--- config.mk ---
export PLATFORM = sky130hd
export DESIGN_NAME = fcr_router
export DESIGN_NICKNAME = d
export VERILOG_FILES = /design/src/rtl/fcr_pkg.sv /design/src/rtl/fcr_mode_fsm.sv /design/src/rtl/fcr_cpu_route.sv /design/src/rtl/fcr_dma_map.sv /design/src/rtl/fcr_router.sv
export SDC_FILE = /design/constraint.sdc
export NUM_CORES = 1
export LEC_CHECK = 0
export ABC_AREA = 1
export BUFFER_PORTS_ARGS = -buffer_cell sky130_fd_sc_hd__buf_2
export CORE_MARGIN = 1.5
export CORE_UTILIZATION = 47
export CTS_CLUSTER_SIZE = 25
export DETAILED_ROUTE_END_ITERATION = 10
export PLACE_DENSITY = 0.83
export SLEW_MARGIN = 25
export SYNTH_ARGS = -nofsm -noshare
export SYNTH_HDL_FRONTEND = slang
export SYNTH_HIERARCHICAL = 1
export SYNTH_SLANG_ARGS = --single-unit
--- constraint.sdc ---
create_clock -name clk -period 3.8 [get_ports clk]
set_clock_uncertainty 0.2 [all_clocks]
set_input_delay 0.76 -clock clk [delete_from_list [all_inputs] [get_ports clk]]
set_output_delay 0.76 -clock clk [all_outputs]
set_load 0.02 [all_outputs]
--- src/rtl/fcr_pkg.sv ---
package fcr_pkg;

    typedef enum logic [1:0] {
        RK_XLATE = 2'd0,
        RK_CTRL  = 2'd1,
        RK_PROM  = 2'd2,
        RK_FAULT = 2'd3
    } route_kind_t;

    typedef enum logic [1:0] {
        SEL_UCTX = 2'd0,
        SEL_SCTX = 2'd1,
        SEL_ENA  = 2'd2,
        SEL_NONE = 2'd3
    } cfg_sel_t;

    typedef enum logic {
        MODE_BOOT = 1'b0,
        MODE_RUN  = 1'b1
    } mode_t;

    localparam logic [2:0] FC_UDATA = 3'd1;
    localparam logic [2:0] FC_UPROG = 3'd2;
    localparam logic [2:0] FC_CTRL  = 3'd3;
    localparam logic [2:0] FC_SDATA = 3'd5;
    localparam logic [2:0] FC_SPROG = 3'd6;

endpackage

--- src/rtl/fcr_mode_fsm.sv ---
module fcr_mode_fsm
    import fcr_pkg::*;
#(
    parameter int CTX_W       = 3,
    parameter int NOTBOOT_BIT = 0
) (
    input  logic             clk,
    input  logic             rst_n,
    input  logic             cfg_we,
    input  logic [1:0]       cfg_sel,
    input  logic [CTX_W-1:0] cfg_wdata,
    output logic             boot,
    output logic [CTX_W-1:0] user_ctx,
    output logic [CTX_W-1:0] sys_ctx,
    output logic [CTX_W:0]   ctx_export,
    output logic             flush
);

    mode_t state_q, state_d;
    logic  wr_user, wr_sys, wr_ena;

    always_comb begin
        wr_user = cfg_we && (cfg_sel == SEL_UCTX);
        wr_sys  = cfg_we && (cfg_sel == SEL_SCTX);
        wr_ena  = cfg_we && (cfg_sel == SEL_ENA);
    end

    // next-state: ENTER_RUN and RETURN_BOOT transitions
    always_comb begin
        state_d = state_q;
        unique case (state_q)
            MODE_BOOT: if (wr_ena && cfg_wdata[NOTBOOT_BIT])  state_d = MODE_RUN;
            MODE_RUN:  if (wr_ena && !cfg_wdata[NOTBOOT_BIT]) state_d = MODE_BOOT;
            default:   state_d = MODE_BOOT;
        endcase
    end

    always_ff @(posedge clk) begin
        if (!rst_n) state_q <= MODE_BOOT;
        else        state_q <= state_d;
    end

    always_ff @(posedge clk) begin
        if (!rst_n) begin
            user_ctx <= '0;
            sys_ctx  <= '0;
            flush    <= 1'b0;
        end else begin
            if (wr_user) user_ctx <= cfg_wdata;
            if (wr_sys)  sys_ctx  <= cfg_wdata;
            flush <= wr_sys;
        end
    end

    // outputs: boot contexts sit above the run contexts
    always_comb begin
        boot       = (state_q == MODE_BOOT);
        ctx_export = {boot, user_ctx};
    end


    flush_cause_chk: assert property (@(posedge clk) disable iff (!rst_n)
        flush |-> $past(cfg_we && (cfg_sel == SEL_SCTX)));


    mode_follow_chk: assert property (@(posedge clk) disable iff (!rst_n)
        $past(rst_n) && $past(cfg_we && (cfg_sel == SEL_ENA))
        |-> boot == !$past(cfg_wdata[NOTBOOT_BIT]));


    mode_hold_chk: assert property (@(posedge clk) disable iff (!rst_n)
        $past(rst_n) && !$past(cfg_we && (cfg_sel == SEL_ENA)) |-> $stable(boot));

endmodule

--- src/rtl/fcr_cpu_route.sv ---
module fcr_cpu_route
    import fcr_pkg::*;
#(
    parameter int                ADDR_W    = 24,
    parameter int                CTX_W     = 3,
    parameter int                PROM_AW   = 15,
    parameter logic [ADDR_W-1:0] PROM_BASE = 24'hEF8000
) (
    input  logic              clk,
    input  logic              rst_n,
    input  logic              req_valid,
    input  logic [2:0]        req_fc,
    input  logic [ADDR_W-1:0] req_addr,
    input  logic              req_write,
    input  logic              boot,
    input  logic [CTX_W-1:0]  user_ctx,
    input  logic [CTX_W-1:0]  sys_ctx,
    output logic              rsp_valid,
    output route_kind_t       rsp_kind,
    output logic [CTX_W-1:0]  rsp_ctx,
    output logic [ADDR_W-1:0] rsp_addr,
    output logic [1:0]        rsp_rights
);

    localparam int HI_W = ADDR_W - PROM_AW;

    route_kind_t       kind_d;
    logic [CTX_W-1:0]  ctx_d;
    logic [ADDR_W-1:0] addr_d;
    logic [1:0]        rights_d;
    logic [ADDR_W-1:0] prom_addr;

    assign prom_addr = PROM_BASE | {{HI_W{1'b0}}, req_addr[PROM_AW-1:0]};

    always_comb begin
        kind_d   = RK_FAULT;
        ctx_d    = '0;
        addr_d   = '0;
        rights_d = 2'b00;
        unique case (req_fc)
            FC_UDATA, FC_UPROG: begin
                kind_d   = RK_XLATE;
                ctx_d    = user_ctx;
                addr_d   = req_addr;
                rights_d = {1'b1, req_write};
            end
            FC_CTRL: begin
                kind_d   = RK_CTRL;
                addr_d   = req_addr;
                rights_d = {1'b0, req_write};
            end
            FC_SDATA: begin
                kind_d   = RK_XLATE;
                ctx_d    = sys_ctx;
                addr_d   = req_addr;
                rights_d = {1'b0, req_write};
            end
            FC_SPROG: begin
                if (!boot) begin
                    kind_d   = RK_XLATE;
                    ctx_d    = sys_ctx;
                    addr_d   = req_addr;
                    rights_d = {1'b0, req_write};
                end else if (!req_write) begin
                    kind_d   = RK_PROM;
                    addr_d   = prom_addr;
                end
            end
            default: kind_d = RK_FAULT;
        endcase
    end

    always_ff @(posedge clk) begin
        if (!rst_n || !req_valid) begin
            rsp_valid  <= 1'b0;
            rsp_kind   <= RK_XLATE;
            rsp_ctx    <= '0;
            rsp_addr   <= '0;
            rsp_rights <= 2'b00;
        end else begin
            rsp_valid  <= 1'b1;
            rsp_kind   <= kind_d;
            rsp_ctx    <= ctx_d;
            rsp_addr   <= addr_d;
            rsp_rights <= rights_d;
        end
    end


    rsp_timing_chk: assert property (@(posedge clk) disable iff (!rst_n)
        $past(rst_n) |-> rsp_valid == $past(req_valid));


    ctrl_route_chk: assert property (@(posedge clk) disable iff (!rst_n)
        $past(rst_n) && $past(req_valid && (req_fc == FC_CTRL))
        |-> rsp_kind == RK_CTRL && rsp_addr == $past(req_addr));


    rsvd_fault_chk: assert property (@(posedge clk) disable iff (!rst_n)
        $past(rst_n) && $past(req_valid && (req_fc == 3'd0 || req_fc == 3'd4 || req_fc == 3'd7))
        |-> rsp_kind == RK_FAULT);


    prom_readonly_chk: assert property (@(posedge clk) disable iff (!rst_n)
        rsp_valid && (rsp_kind == RK_PROM) |-> rsp_rights == 2'b00);


    user_ctx_chk: assert property (@(posedge clk) disable iff (!rst_n)
        $past(rst_n) && $past(req_valid && (req_fc == FC_UDATA || req_fc == FC_UPROG))
        |-> rsp_ctx == $past(user_ctx) && rsp_rights[1]);

endmodule

--- src/rtl/fcr_dma_map.sv ---
module fcr_dma_map #(
    parameter int                ADDR_W   = 24,
    parameter int                CTX_W    = 3,
    parameter logic [ADDR_W-1:0] DMA_BASE = 24'hF00000
) (
    input  logic              clk,
    input  logic              rst_n,
    input  logic              req_valid,
    input  logic              req_onboard,
    input  logic [ADDR_W-1:0] req_addr,
    input  logic              req_write,
    input  logic [CTX_W-1:0]  sys_ctx,
    output logic              rsp_valid,
    output logic [CTX_W-1:0]  rsp_ctx,
    output logic [ADDR_W-1:0] rsp_addr,
    output logic [1:0]        rsp_rights
);

    logic [ADDR_W-1:0] base_sel;

    assign base_sel = req_onboard ? '0 : DMA_BASE;

    always_ff @(posedge clk) begin
        if (!rst_n || !req_valid) begin
            rsp_valid  <= 1'b0;
            rsp_ctx    <= '0;
            rsp_addr   <= '0;
            rsp_rights <= 2'b00;
        end else begin
            rsp_valid  <= 1'b1;
            rsp_ctx    <= sys_ctx;
            rsp_addr   <= req_addr | base_sel;
            rsp_rights <= {1'b0, req_write};
        end
    end


    dma_super_chk: assert property (@(posedge clk) disable iff (!rst_n)
        rsp_valid |-> !rsp_rights[1] && rsp_ctx == $past(sys_ctx));


    dma_base_chk: assert property (@(posedge clk) disable iff (!rst_n)
        $past(rst_n) && $past(req_valid && !req_onboard)
        |-> (rsp_addr & DMA_BASE) == DMA_BASE);

endmodule

--- src/rtl/fcr_router.sv ---
module fcr_router
    import fcr_pkg::*;
#(
    parameter int                ADDR_W      = 24,
    parameter int                CTX_W       = 3,
    parameter int                NOTBOOT_BIT = 0,
    parameter int                PROM_AW     = 15,
    parameter logic [ADDR_W-1:0] PROM_BASE   = 24'hEF8000,
    parameter logic [ADDR_W-1:0] DMA_BASE    = 24'hF00000
) (
    input  logic              clk,
    input  logic              rst_n,
    input  logic              cfg_we,
    input  logic [1:0]        cfg_sel,
    input  logic [CTX_W-1:0]  cfg_wdata,
    input  logic              cpu_valid,
    input  logic [2:0]        cpu_fc,
    input  logic [ADDR_W-1:0] cpu_addr,
    input  logic              cpu_write,
    input  logic              dma_valid,
    input  logic              dma_onboard,
    input  logic [ADDR_W-1:0] dma_addr,
    input  logic              dma_write,
    output logic              cpu_rsp_valid,
    output logic [1:0]        cpu_rsp_kind,
    output logic [CTX_W-1:0]  cpu_rsp_ctx,
    output logic [ADDR_W-1:0] cpu_rsp_addr,
    output logic [1:0]        cpu_rsp_rights,
    output logic              cpu_rsp_prom,
    output logic              dma_rsp_valid,
    output logic [CTX_W-1:0]  dma_rsp_ctx,
    output logic [ADDR_W-1:0] dma_rsp_addr,
    output logic [1:0]        dma_rsp_rights,
    output logic              boot_mode,
    output logic [CTX_W:0]    ctx_export,
    output logic              xlate_flush
);

    logic             boot;
    logic [CTX_W-1:0] user_ctx, sys_ctx;
    route_kind_t      kind;

    fcr_mode_fsm #(
        .CTX_W       (CTX_W),
        .NOTBOOT_BIT (NOTBOOT_BIT)
    ) u_mode (
        .clk        (clk),
        .rst_n      (rst_n),
        .cfg_we     (cfg_we),
        .cfg_sel    (cfg_sel),
        .cfg_wdata  (cfg_wdata),
        .boot       (boot),
        .user_ctx   (user_ctx),
        .sys_ctx    (sys_ctx),
        .ctx_export (ctx_export),
        .flush      (xlate_flush)
    );

    fcr_cpu_route #(
        .ADDR_W    (ADDR_W),
        .CTX_W     (CTX_W),
        .PROM_AW   (PROM_AW),
        .PROM_BASE (PROM_BASE)
    ) u_cpu (
        .clk        (clk),
        .rst_n      (rst_n),
        .req_valid  (cpu_valid),
        .req_fc     (cpu_fc),
        .req_addr   (cpu_addr),
        .req_write  (cpu_write),
        .boot       (boot),
        .user_ctx   (user_ctx),
        .sys_ctx    (sys_ctx),
        .rsp_valid  (cpu_rsp_valid),
        .rsp_kind   (kind),
        .rsp_ctx    (cpu_rsp_ctx),
        .rsp_addr   (cpu_rsp_addr),
        .rsp_rights (cpu_rsp_rights)
    );

    fcr_dma_map #(
        .ADDR_W   (ADDR_W),
        .CTX_W    (CTX_W),
        .DMA_BASE (DMA_BASE)
    ) u_dma (
        .clk         (clk),
        .rst_n       (rst_n),
        .req_valid   (dma_valid),
        .req_onboard (dma_onboard),
        .req_addr    (dma_addr),
        .req_write   (dma_write),
        .sys_ctx     (sys_ctx),
        .rsp_valid   (dma_rsp_valid),
        .rsp_ctx     (dma_rsp_ctx),
        .rsp_addr    (dma_rsp_addr),
        .rsp_rights  (dma_rsp_rights)
    );

    always_comb begin
        cpu_rsp_kind = kind;
        cpu_rsp_prom = cpu_rsp_valid && (kind == RK_PROM);
        boot_mode    = boot;
    end

endmodule

* Yosys cells after proc, flatten, opt, wreduce, memory -nomap -nowiden
Cells that the tools add are included.
Storage, ports and cells: bits in latches 0, bits in registers 70, ROM bits 0, memories kept 0, logic and storage cells 57, input port bits 64, memory bits (writable) 0
Operators by class: multiplexer cells 16, shifts and indexed selects 0, reductions and logical operators 17, add/subtract/negate cells 0, equal/unequal tests 8, bitwise logic cells 2, divide/modulo/power cells 0, multiply operators 0, $lt $le $gt $ge 0
Operator list (number):
- 24-bit two-way mux | 3
- 24-bit one-hot mux with 2 select lines | 1
- 24-bit OR | 1
- 2-bit one-hot mux with 3 select lines | 2
- 3-bit one-hot mux with 3 select lines | 1
- 3-bit by 2-bit == test with 1-bit output (second input constant) | 2
- 3-bit == test (second input constant) | 2
- 1-bit logical AND | 6
- 1-bit two-way mux | 6
- 2-bit == test (second input constant) | 2
- 1-bit logical NOT | 4
- 2-bit OR reduction | 2
- 4-bit OR reduction | 1
- 3-bit by 1-bit == test with 1-bit output (second input constant) | 1
- 3-bit two-way mux | 1
- 3-bit OR reduction | 1
- 2-bit by 1-bit == test with 1-bit output (second input constant) | 1
- 2-bit logical NOT | 1
- 1-bit logical OR | 2
- 2-bit two-way mux | 1
- 1-bit one-hot mux with 2 select lines | 1
- 1-bit NOT | 1

* Logic depth before layout (Yosys ltp)
Gate-level depths: netlist (run 1).
depth after elaboration 5, gate-level depth with buffers 8, gate-level depth less buffers 8

* Hierarchy
The synthesis (run 1) kept the hierarchy.
By module, submodules not included:
- fcr_cpu_route | times used 1, cells each 140, area each 1162.4 um^2
- fcr_dma_map | times used 1, cells each 92, area each 918.4 um^2
- fcr_mode_fsm | times used 1, cells each 56, area each 385.4 um^2
- fcr_router | times used 1, cells each 2, area each 10.0 um^2

* Worst setup path after synthesis (run 1)
No wires, ideal clock.
kind input to register, from in cpu_fc[0], to reg u_cpu.rsp_addr[15], setup slack 1.994 ns, stages on the path 7, data required time 3.486 ns, path buffers 1, arrival 1.492 ns, cells stage by stage inv_1 -> ha_1 -> nand2_4 -> o21ai_2 -> nand2_2 -> buf_6 -> nor2_2
Between the ends: word-level cells in the longest chain between the ends 3, elaborated cells between the ends (all ways) 7, classes of those cells eq/ne (5); mux (1); reduce/logical (1)
Ends and longest elaborated chain:
- from (decl) | RTL line fcr_router.sv:17 | input logic [2:0] cpu_fc,
- 3-bit by 1-bit == test with 1-bit output, or another cell as far along | RTL line fcr_cpu_route.sv:40 | unique case (req_fc)
- 4-bit OR reduction (no line)
- 24-bit one-hot mux with 2 select lines (*) | RTL line fcr_cpu_route.sv:40
- to (signal assigned) | RTL line fcr_cpu_route.sv:84 | rsp_addr <= addr_d;
- to (decl) | RTL line fcr_cpu_route.sv:21 | output logic [ADDR_W-1:0] rsp_addr,
Every way passes the cells marked *; elsewhere a longest branch is shown, timed or not. A chain may end at the register's enable or synchronous reset.

==> results of run 1 <==
==> critical path, delay by kind of cell (launching register included) <==
family	cells	cell delay, ns
buf+inv	2	0.36
flops	1	0.30
==> state kept, by name, summed over array words and instances (netlist names), named ones only <==
| signal | flops |
|---|---|
| u_cpu/rsp_addr | 24 |
| u_cpu/rsp_ctx | 3 |
| u_cpu/rsp_kind | 2 |
| u_cpu/rsp_rights | 2 |
| u_cpu/rsp_valid | 1 |
| u_dma/rsp_addr | 24 |
| u_dma/rsp_ctx | 3 |
| u_dma/rsp_rights | 1 |
| u_dma/rsp_valid | 1 |
| u_mode/flush | 1 |
| u_mode/sys_ctx | 3 |
| u_mode/user_ctx | 3 |
==> cells by family after synthesis <==
logic type	after synthesis
AOI/OAI and AO/OA	16
adders and majority gates	3
buffers and inverters	80
DFF	69
other	1
and+or+nand+nor	121
==> cells in the final DEF, fill, tap and decap left out, types with 3 or more instances in the layout <==
cell type / count
inv_1: 66
nand2_1: 29
nor2_4: 10
ha_1: 3
clkbuf_1: 4
nor2_2: 11
dfxtp_1: 69
buf_2: 131
a21oi_1: 13
nor2_1: 58
clkbuf_8: 9
nand3_1: 8
==> how the worst max path moves through the flow <==
stage              start                 end  depth (start not counted)
4_1_cts         register           boot_mode                          2
2_1_floorplan  cpu_fc[0]  u_cpu/rsp_addr[15]                          7
3_5_place_dp       rst_n     u_dma/rsp_valid                          4
6_report        register           boot_mode                          2
5_1_grt        cpu_fc[0]  u_cpu/rsp_addr[18]                          7
3_3_place_gp       rst_n     u_dma/rsp_valid                          4
==> synth_stat cells <==
library cell  instances
dfxtp_1              69
inv_1                66
nor2_1               58
nand2_1              29
a21oi_1              13
nor2_2               11
nor2_4               10
nand3_1               8
buf_4                 6
buf_6                 3
ha_1                  3
buf_2                 2
a31oi_1               1
buf_12                1
clkinv_1              1
conb_1                1
inv_2                 1
nand2_2               1
nand2_4               1
nand3_4               1
nor3_1                1
nor3_4                1
o21ai_0               1
o21ai_2               1
==> where the power goes <==
group	internal [mW]	leakage [nW]	total, mW	switching (mW)
sequential	0.752	0.565	0.760	0.00889
combinational	0.0650	1.23	0.176	0.111
clock	0.299	0.0875	0.542	0.243
==> metal layers <==
layer	vias to the layer above	track usage
met1	915	0.190
met2	85	0.298
li1	1087	-
met4	0	0.117
met3	11	0.0728
met5	-	0
==> per-stage QoR <==
step | setup slack (ns) | cells | area, um^2
finish | 1.85 | 495 | 3290
global route | 1.77 | 495 | 3290
CTS | 1.83 | 495 | 3290
detailed placement | 1.53 | 480 | 3120
global placement | 1.54 | 480 | 3120
floorplan | 1.99 | 290 | 2480
==> cell type report <==
| class | instances | area [um^2] | area share |
|---|---|---|---|
| well taps | 70 | 87.6 | 0.0266 |
| clock inverters | 2 | 35.0 | 0.0106 |
| flip-flops and latches | 69 | 1380 | 0.420 |
| repair buffers | 132 | 663 | 0.201 |
| clock buffers | 13 | 139 | 0.0422 |
| inverters | 68 | 255 | 0.0775 |
| multi-input cells | 141 | 731 | 0.222 |
==> flow_summary.ini, run 1 <==
[cts]
path_clk_slew_ns = 0.07
post_cts_buffers = 0
clock_path_buffers = 2
htree_levels = 3
cts_tree = done
cts_inserted_buffers = 9
post_cts_resized = 0
clkSinkCount = 69
cts-root-buf = clkbuf_8
clk_latency_ns = 0.34
hold_buffers = 0

[logic_synthesis]
synth_nets = 357
yosysTopAreaCell = dfxtp_1
ys_seq_area_frac = 0.558
synthMuxAreaShare = 0
synthSimpleGateAreaFrac = 0.244
yosys-top-cells-area = dfxtp_1 (56%), inv_1 (10%), nor2_1 (8.8%)
synth_compound_area_frac = 0.0344
syn_area_mm2 = 0.00248
synthDistinctLibCells = 24
synth_area_per_cell_um2 = 8.54
yosys.area_share.adder = 0.0152
ys_ff_latch = 69
synthCells = 290
synth_top_area_share = 0.558
yosys_warnings = 6
synthXorXnorAreaFrac = 0
synth_top_family_by_area = simple AND/OR/NAND/NOR gates

[grt]
antenna_found_initial = 0
grt_overflow = 0
grt_usage = 0.180
grt_max_degree = 24
grt_pass1_vias = 1780
grt_pass1_wl_um = 7450

[flow_run]
max_cap_violations = 0

[floorplan]
fp.dieW_um = 75.6
chipHeight_um = 75.6
dieArea_mm2 = 0.00571
fp-row-count = 26
coreArea_mm2 = 0.00511
initial_core_util = 0.485
ios = 133

[layout]
num-fill-cells = 441
final_layout_size_suffix_gt1_frac = 0.400
fin_nets = 488
n_antenna_cell = 0
finalCoreUtilization = 0.645
area_growth_syn_to_layout_pct = 32.9

[sta]
slew_viol_final = 0
worst_pin_slew_ns = 0.764
min_period_over_period = 0.513
grt_setup_unrepaired = false
fin_hold_ws_ns = 0.267
fin_tns_setup_ns = 0
relSlewSlack = 0.489
hold_viol_final = 0
setup_viol = 0
min_period_ns = 1.95
max_freq_mhz = 513

[placed_design]
dp_hpwl_um = 3920
gp_congestion = 0.808
io_buffers = 131

[worst_hold_path]
hold_end = u_dma/rsp_ctx[0]
min_from = u_mode/sys_ctx[0]
holdPathStages = 2
hp-class = register to register

[route]
via_count = 2098
top_layer = met4
dr.pass1.iters = 4
ant_nets = 0
wl_met3_um = 423
detail_route.vias_per_cell = 4.24
drt-wirelength-per-cell_um = 10.2
wl_met1_um = 2060
wl_met2_um = 2440
routed_wl_um = 5040
drc_errors = 0
first_iter_violations = 68

[critical_path]
cp-start-kind = register
worstSetupEndpointType = primary output
r2r_slack_ns = 2.26
rr_worst_depth = 6
required_ns = 2.84
slowest_stage = dfxtp_1
worst_ep_arrival_time_ns = 0.99
critPathKind = register to primary output
worstReg2RegEnd = u_cpu/rsp_addr[0]
slowest_delay_ns = 0.30
path_max_fanout = 6
path_cells = inv_1 > buf_2

[power]
irDropWorstVdd_v = 0.000230
power_density_mw_per_mm2 = 449
p_leak_nw = 1.88
finalPower_mw = 1.48

[status]
status = completed
Power figures use the tool's default switching activity.
==> inputs of run 2 (changes only) <==
--- a/config.mk
+++ b/config.mk
@@ -8,10 +8,10 @@
 export ABC_AREA = 1
 export BUFFER_PORTS_ARGS = -buffer_cell sky130_fd_sc_hd__buf_2
 export CORE_MARGIN = 1.5
-export CORE_UTILIZATION = 47
+export CORE_UTILIZATION = 40
 export CTS_CLUSTER_SIZE = 25
 export DETAILED_ROUTE_END_ITERATION = 10
-export PLACE_DENSITY = 0.83
+export PLACE_DENSITY = 0.76
 export SLEW_MARGIN = 25
 export SYNTH_ARGS = -nofsm -noshare
 export SYNTH_HDL_FRONTEND = slang
==> constraint.sdc (replaced) <==
create_clock -name clk -period 1.6 [get_ports clk]
set_clock_uncertainty 0.2 [all_clocks]
set_input_delay 0.32 -clock clk [delete_from_list [all_inputs] [get_ports clk]]
set_output_delay 0.32 -clock clk [all_outputs]
set_load 0.02 [all_outputs]
==> flow_summary.ini, run 2 (same netlist as run 1, synthesis figures left out) <==
[status]
status = completed

[cts]
cts-root-buf = clkbuf_8
post_cts_buffers = 0
clkSinkCount = 69
clock_path_buffers = 2
cts_tree = done
cts_inserted_buffers = 9
clk_latency_ns = 0.33
htree_levels = 3
path_clk_slew_ns = 0.08

[layout]
final_layout_size_suffix_gt1_frac = 0.386
final_cell_mix = buf_2 (130), dfxtp_1 (69), inv_1 (66)
area_growth_syn_to_layout_pct = 49.5
finalInstanceArea_mm2 = 0.00370
top_regs = u_cpu/rsp_addr: 24 flops, u_dma/rsp_addr: 24 flops
final_common_cell = buf_2
fin_nets = 523
n_antenna_cell = 0

[placed_design]
gp_congestion = 0.895
post_dp_cell_area_mm2 = 0.00317
dp_hpwl_um = 4060
io_buffers = 131
place_ws_ns = 0.0465

[sta]
grt_setup_unrepaired = false
hold_viol_final = 0
min_period_ns = 1.52
fin_tns_setup_ns = 0
setup_viol = 0
min_period_over_period = 0.950
slew_viol_final = 0
setup_ws_ns = 0.0793
max_freq_mhz = 658

[floorplan]
dieArea_mm2 = 0.00667
coreArea_mm2 = 0.00596
fp.dieW_um = 81.7
chipHeight_um = 81.7
ios = 133
initial_core_util = 0.416
fp-row-count = 28

[worst_hold_path]
hp-class = primary input to register

[critical_path]
critPathKind = primary input to register
required_ns = 1.63
r2r_slack_ns = 0.16
slowest_delay_ns = 0.62
worstSetupEndpointType = register
slowest_stage = dlygate4sd3_1
cpMostUsedCell = dlygate4sd3_1
worst_ep_arrival_time_ns = 1.55
cp-start-kind = primary input
path_max_fanout = 4
path_cells = dlygate4sd3_1 > a21oi_2 > dlygate4sd3_1

[grt]
grt_usage = 0.192
antenna_found_initial = 0
grt_overflow = 0
grt_pass1_wl_um = 9280
grt_max_degree = 30
grt_pass1_vias = 2088

[flow_run]
max_cap_violations = 0

[route]
drc_errors = 0
ant_nets = 0
via_count = 2242
drt-wirelength-per-cell_um = 11.7
dr.pass1.iters = 4
detail_route.vias_per_cell = 4.18
routed_wl_um = 6250
first_iter_violations = 53

[power]
power_density_mw_per_mm2 = 1000
p_leak_nw = 2.05
irDropWorstVdd_v = 0.000562
==> run 2: cell count changes in the layout (fill, tap and decap cells not counted), sizes merged <==
| cell | before | now |
|---|---|---|
| dlygate4sd3 | 0 | 33 |
| clkinv | 2 | 3 |
| buf | 132 | 134 |
| clkbuf | 13 | 10 |
| clkinvlp | 0 | 3 |
==> run 2: report_power, final <==
part	internal [mW]	switching (mW)	leakage (nW)
Combinational	0.218	0.284	1.39
Clock	0.756	0.643	0.0943
Sequential	1.78	0.0230	0.565
==> run 2: area by class of cell <==
class,count,area [um^2]
inverter,68,255
multi-input combinational,141,734
clock inverter,6,62.6
timing repair buffer,167,1040
fill,482,2250
clock buffer,10,138
sequential,69,1380
tap,75,93.8
==> run 2: metal layers <==
metal  global-route usage  wire length [um]  part of all wire  vias up
met3               0.0800               599             0.096       19
met1                0.193              2400              0.38      965
met5                    0                 0                 0        -
li1                     -                 -                 -     1158
met4               0.0881               169             0.027        0
met2                0.342              3090              0.49      100
==> run 2: what timing repair did <==
item | in CTS | in global routing
hold buffers | 33 | 0
endpoints found under the hold margin | 32 | 0
endpoints found under the setup margin | 0 | 1
resized for setup | 0 | 1
==> run 2: worst paths after layout <==
check / startpoint / to / cells after the start
worst max-delay path: dma_onboard / u_dma/rsp_addr[21] / 3
worst min-delay path: dma_addr[11] / u_dma/rsp_addr[11] / 3
worst max register to register: register / u_cpu/rsp_addr[17] / 5
worst min register to register: u_mode/sys_ctx[2] / u_dma/rsp_ctx[2] / 2
==> run 2: worst max-delay path: cells and delay by family <==
kind                   cells  cell delay (ns)
AO/OA/AOI/OAI              1             0.07
buffers and inverters      2             1.17
==> run 2: stage by stage <==
step / power (mW) / cells / utilization / hold WS (ns)
floorplan: 2.11 / 290 / - / 0.199
global placement: 2.27 / 488 / 0.533 / 0.282
detailed placement: 2.28 / 488 / 0.533 / 0.271
CTS: 3.74 / 537 / 0.622 / 0.000240
global route: 3.89 / 536 / 0.621 / 0.00800
finish: 3.71 / 536 / 0.621 / 0.0204
==> inputs of run 3 (changes only) <==
--- a/config.mk
+++ b/config.mk
@@ -8,10 +8,11 @@
 export ABC_AREA = 1
 export BUFFER_PORTS_ARGS = -buffer_cell sky130_fd_sc_hd__buf_2
 export CORE_MARGIN = 1.5
-export CORE_UTILIZATION = 40
+export CORE_UTILIZATION = 41
+export CTS_BUF_LIST = sky130_fd_sc_hd__clkbuf_8
 export CTS_CLUSTER_SIZE = 25
 export DETAILED_ROUTE_END_ITERATION = 10
-export PLACE_DENSITY = 0.76
+export PLACE_DENSITY = 0.77
 export SLEW_MARGIN = 25
 export SYNTH_ARGS = -nofsm -noshare
 export SYNTH_HDL_FRONTEND = slang
==> flow_summary.ini, run 3 (same netlist as run 1, synthesis figures left out) <==
[status]
status = completed

[floorplan]
fp.dieW_um = 80.7
coreArea_mm2 = 0.00589
initial_core_util = 0.421
chipHeight_um = 80.7
ios = 133
fp-row-count = 28
dieArea_mm2 = 0.00651

[placed_design]
post_dp_cell_area_mm2 = 0.00316
io_buffers = 131
dp_hpwl_um = 3930
dp_cells = 487
gp_congestion = 0.875
place_ws_ns = 0.0532

[grt]
grt_usage = 0.171
grt_pass1_wl_um = 8340
grt_max_degree = 27
grt_overflow = 0
antenna_found_initial = 0
grt_pass1_vias = 1928

[power]
switching_share = 0.227
power_density_mw_per_mm2 = 1090
irDropWorstVdd_v = 0.000557
finalPower_mw = 3.94
internal_power_mw = 3.05
comb_power_share = 0.120
p_leak_nw = 2.04
p_switching_mw = 0.897
p_clk_frac = 0.422
pwr-share-seq = 0.458

[layout]
top_regs = u_cpu/rsp_addr: 24 flops, u_dma/rsp_addr: 24 flops
final_layout_size_suffix_gt1_frac = 0.389
finalInstanceArea_mm2 = 0.00362
final_common_cell = buf_2
area_growth_syn_to_layout_pct = 46.4
final_cell_mix = buf_2 (131), dfxtp_1 (69), inv_1 (68)
stdcell_count = 525
n_antenna_cell = 0
finalCoreUtilization = 0.616
fin_nets = 512

[sta]
slew_viol_final = 0
setup_ws_ns = 0.0787
min_period_ns = 1.52
setup_viol = 0
fin_hold_ws_ns = 0.0126
hold_viol_final = 0
grt_setup_unrepaired = false
fin_tns_setup_ns = 0
min_period_over_period = 0.951
max_freq_mhz = 657

[flow_run]
max_cap_violations = 0

[cts]
path_clk_slew_ns = 0.07
clock_path_buffers = 2
htree_levels = 3
clk_latency_ns = 0.33
cts_inserted_buffers = 9
cts-root-buf = clkbuf_8
clkSinkCount = 69
cts_tree = done

[critical_path]
slowest_stage = dfxtp_1
cp-start-kind = register
path_cells = inv_1 > buf_2
worstSetupEndpointType = primary output
slowest_delay_ns = 0.30
critPathKind = register to primary output
path_max_fanout = 6
worst_ep_arrival_time_ns = 1.00
required_ns = 1.08

[route]
via_count = 2180
drt-wirelength-per-cell_um = 10.6
detail_route.vias_per_cell = 4.15
ant_nets = 0
first_iter_violations = 53
drc_errors = 0
routed_wl_um = 5580
dr.pass1.iters = 4

[worst_hold_path]
hp-class = primary input to register
min_from = dma_addr[19]
[run 3: cell type report]
cell class	instances	area, um^2
fill	508	2260
timing repair buffer	156	923
inverter	68	255
sequential	69	1380
multi-input combinational	141	731
clock buffer	10	138
tap	75	93.8
clock inverter	6	103
[run 3: power by group through the flow]
stage	clock (mW)	combinational, mW	sequential, mW
2_1_floorplan	0	0.185	1.92
3_3_place_gp	0	0.422	1.84
3_5_place_dp	0	0.430	1.84
4_1_cts	1.71	0.473	1.81
5_1_grt	1.77	0.520	1.81
6_report	1.66	0.473	1.81
[run 3: path summary, 6_finish.rpt]
kind,to,slack [ns],depth (start not counted)
max,boot_mode,0.08,2
min,u_dma/rsp_addr[19],0.01,3
max reg2reg,u_cpu/rsp_addr[22],0.16,5
min reg2reg,u_dma/rsp_ctx[2],0.27,2
[run 3: layer usage]
metal | routed length [um] | GRT usage | vias to the layer above
met5 | 0 | 0 | -
met4 | 93 | 0.0828 | 0
met3 | 534 | 0.0568 | 10
met2 | 2810 | 0.303 | 96
met1 | 2150 | 0.182 | 938
li1 | - | - | 1136
[run 3: worst max-delay path: cells and delay by family, from the launching register on]
kind     cells  cell delay [ns]
buf+inv      2             0.38
flops        1             0.30
[run 3: repair_timing]
action                                 CTS  global route
hold buffers                            22             0
endpoints found under the hold margin   24             0
resized for setup                        0             0
buffers inserted                         0             0
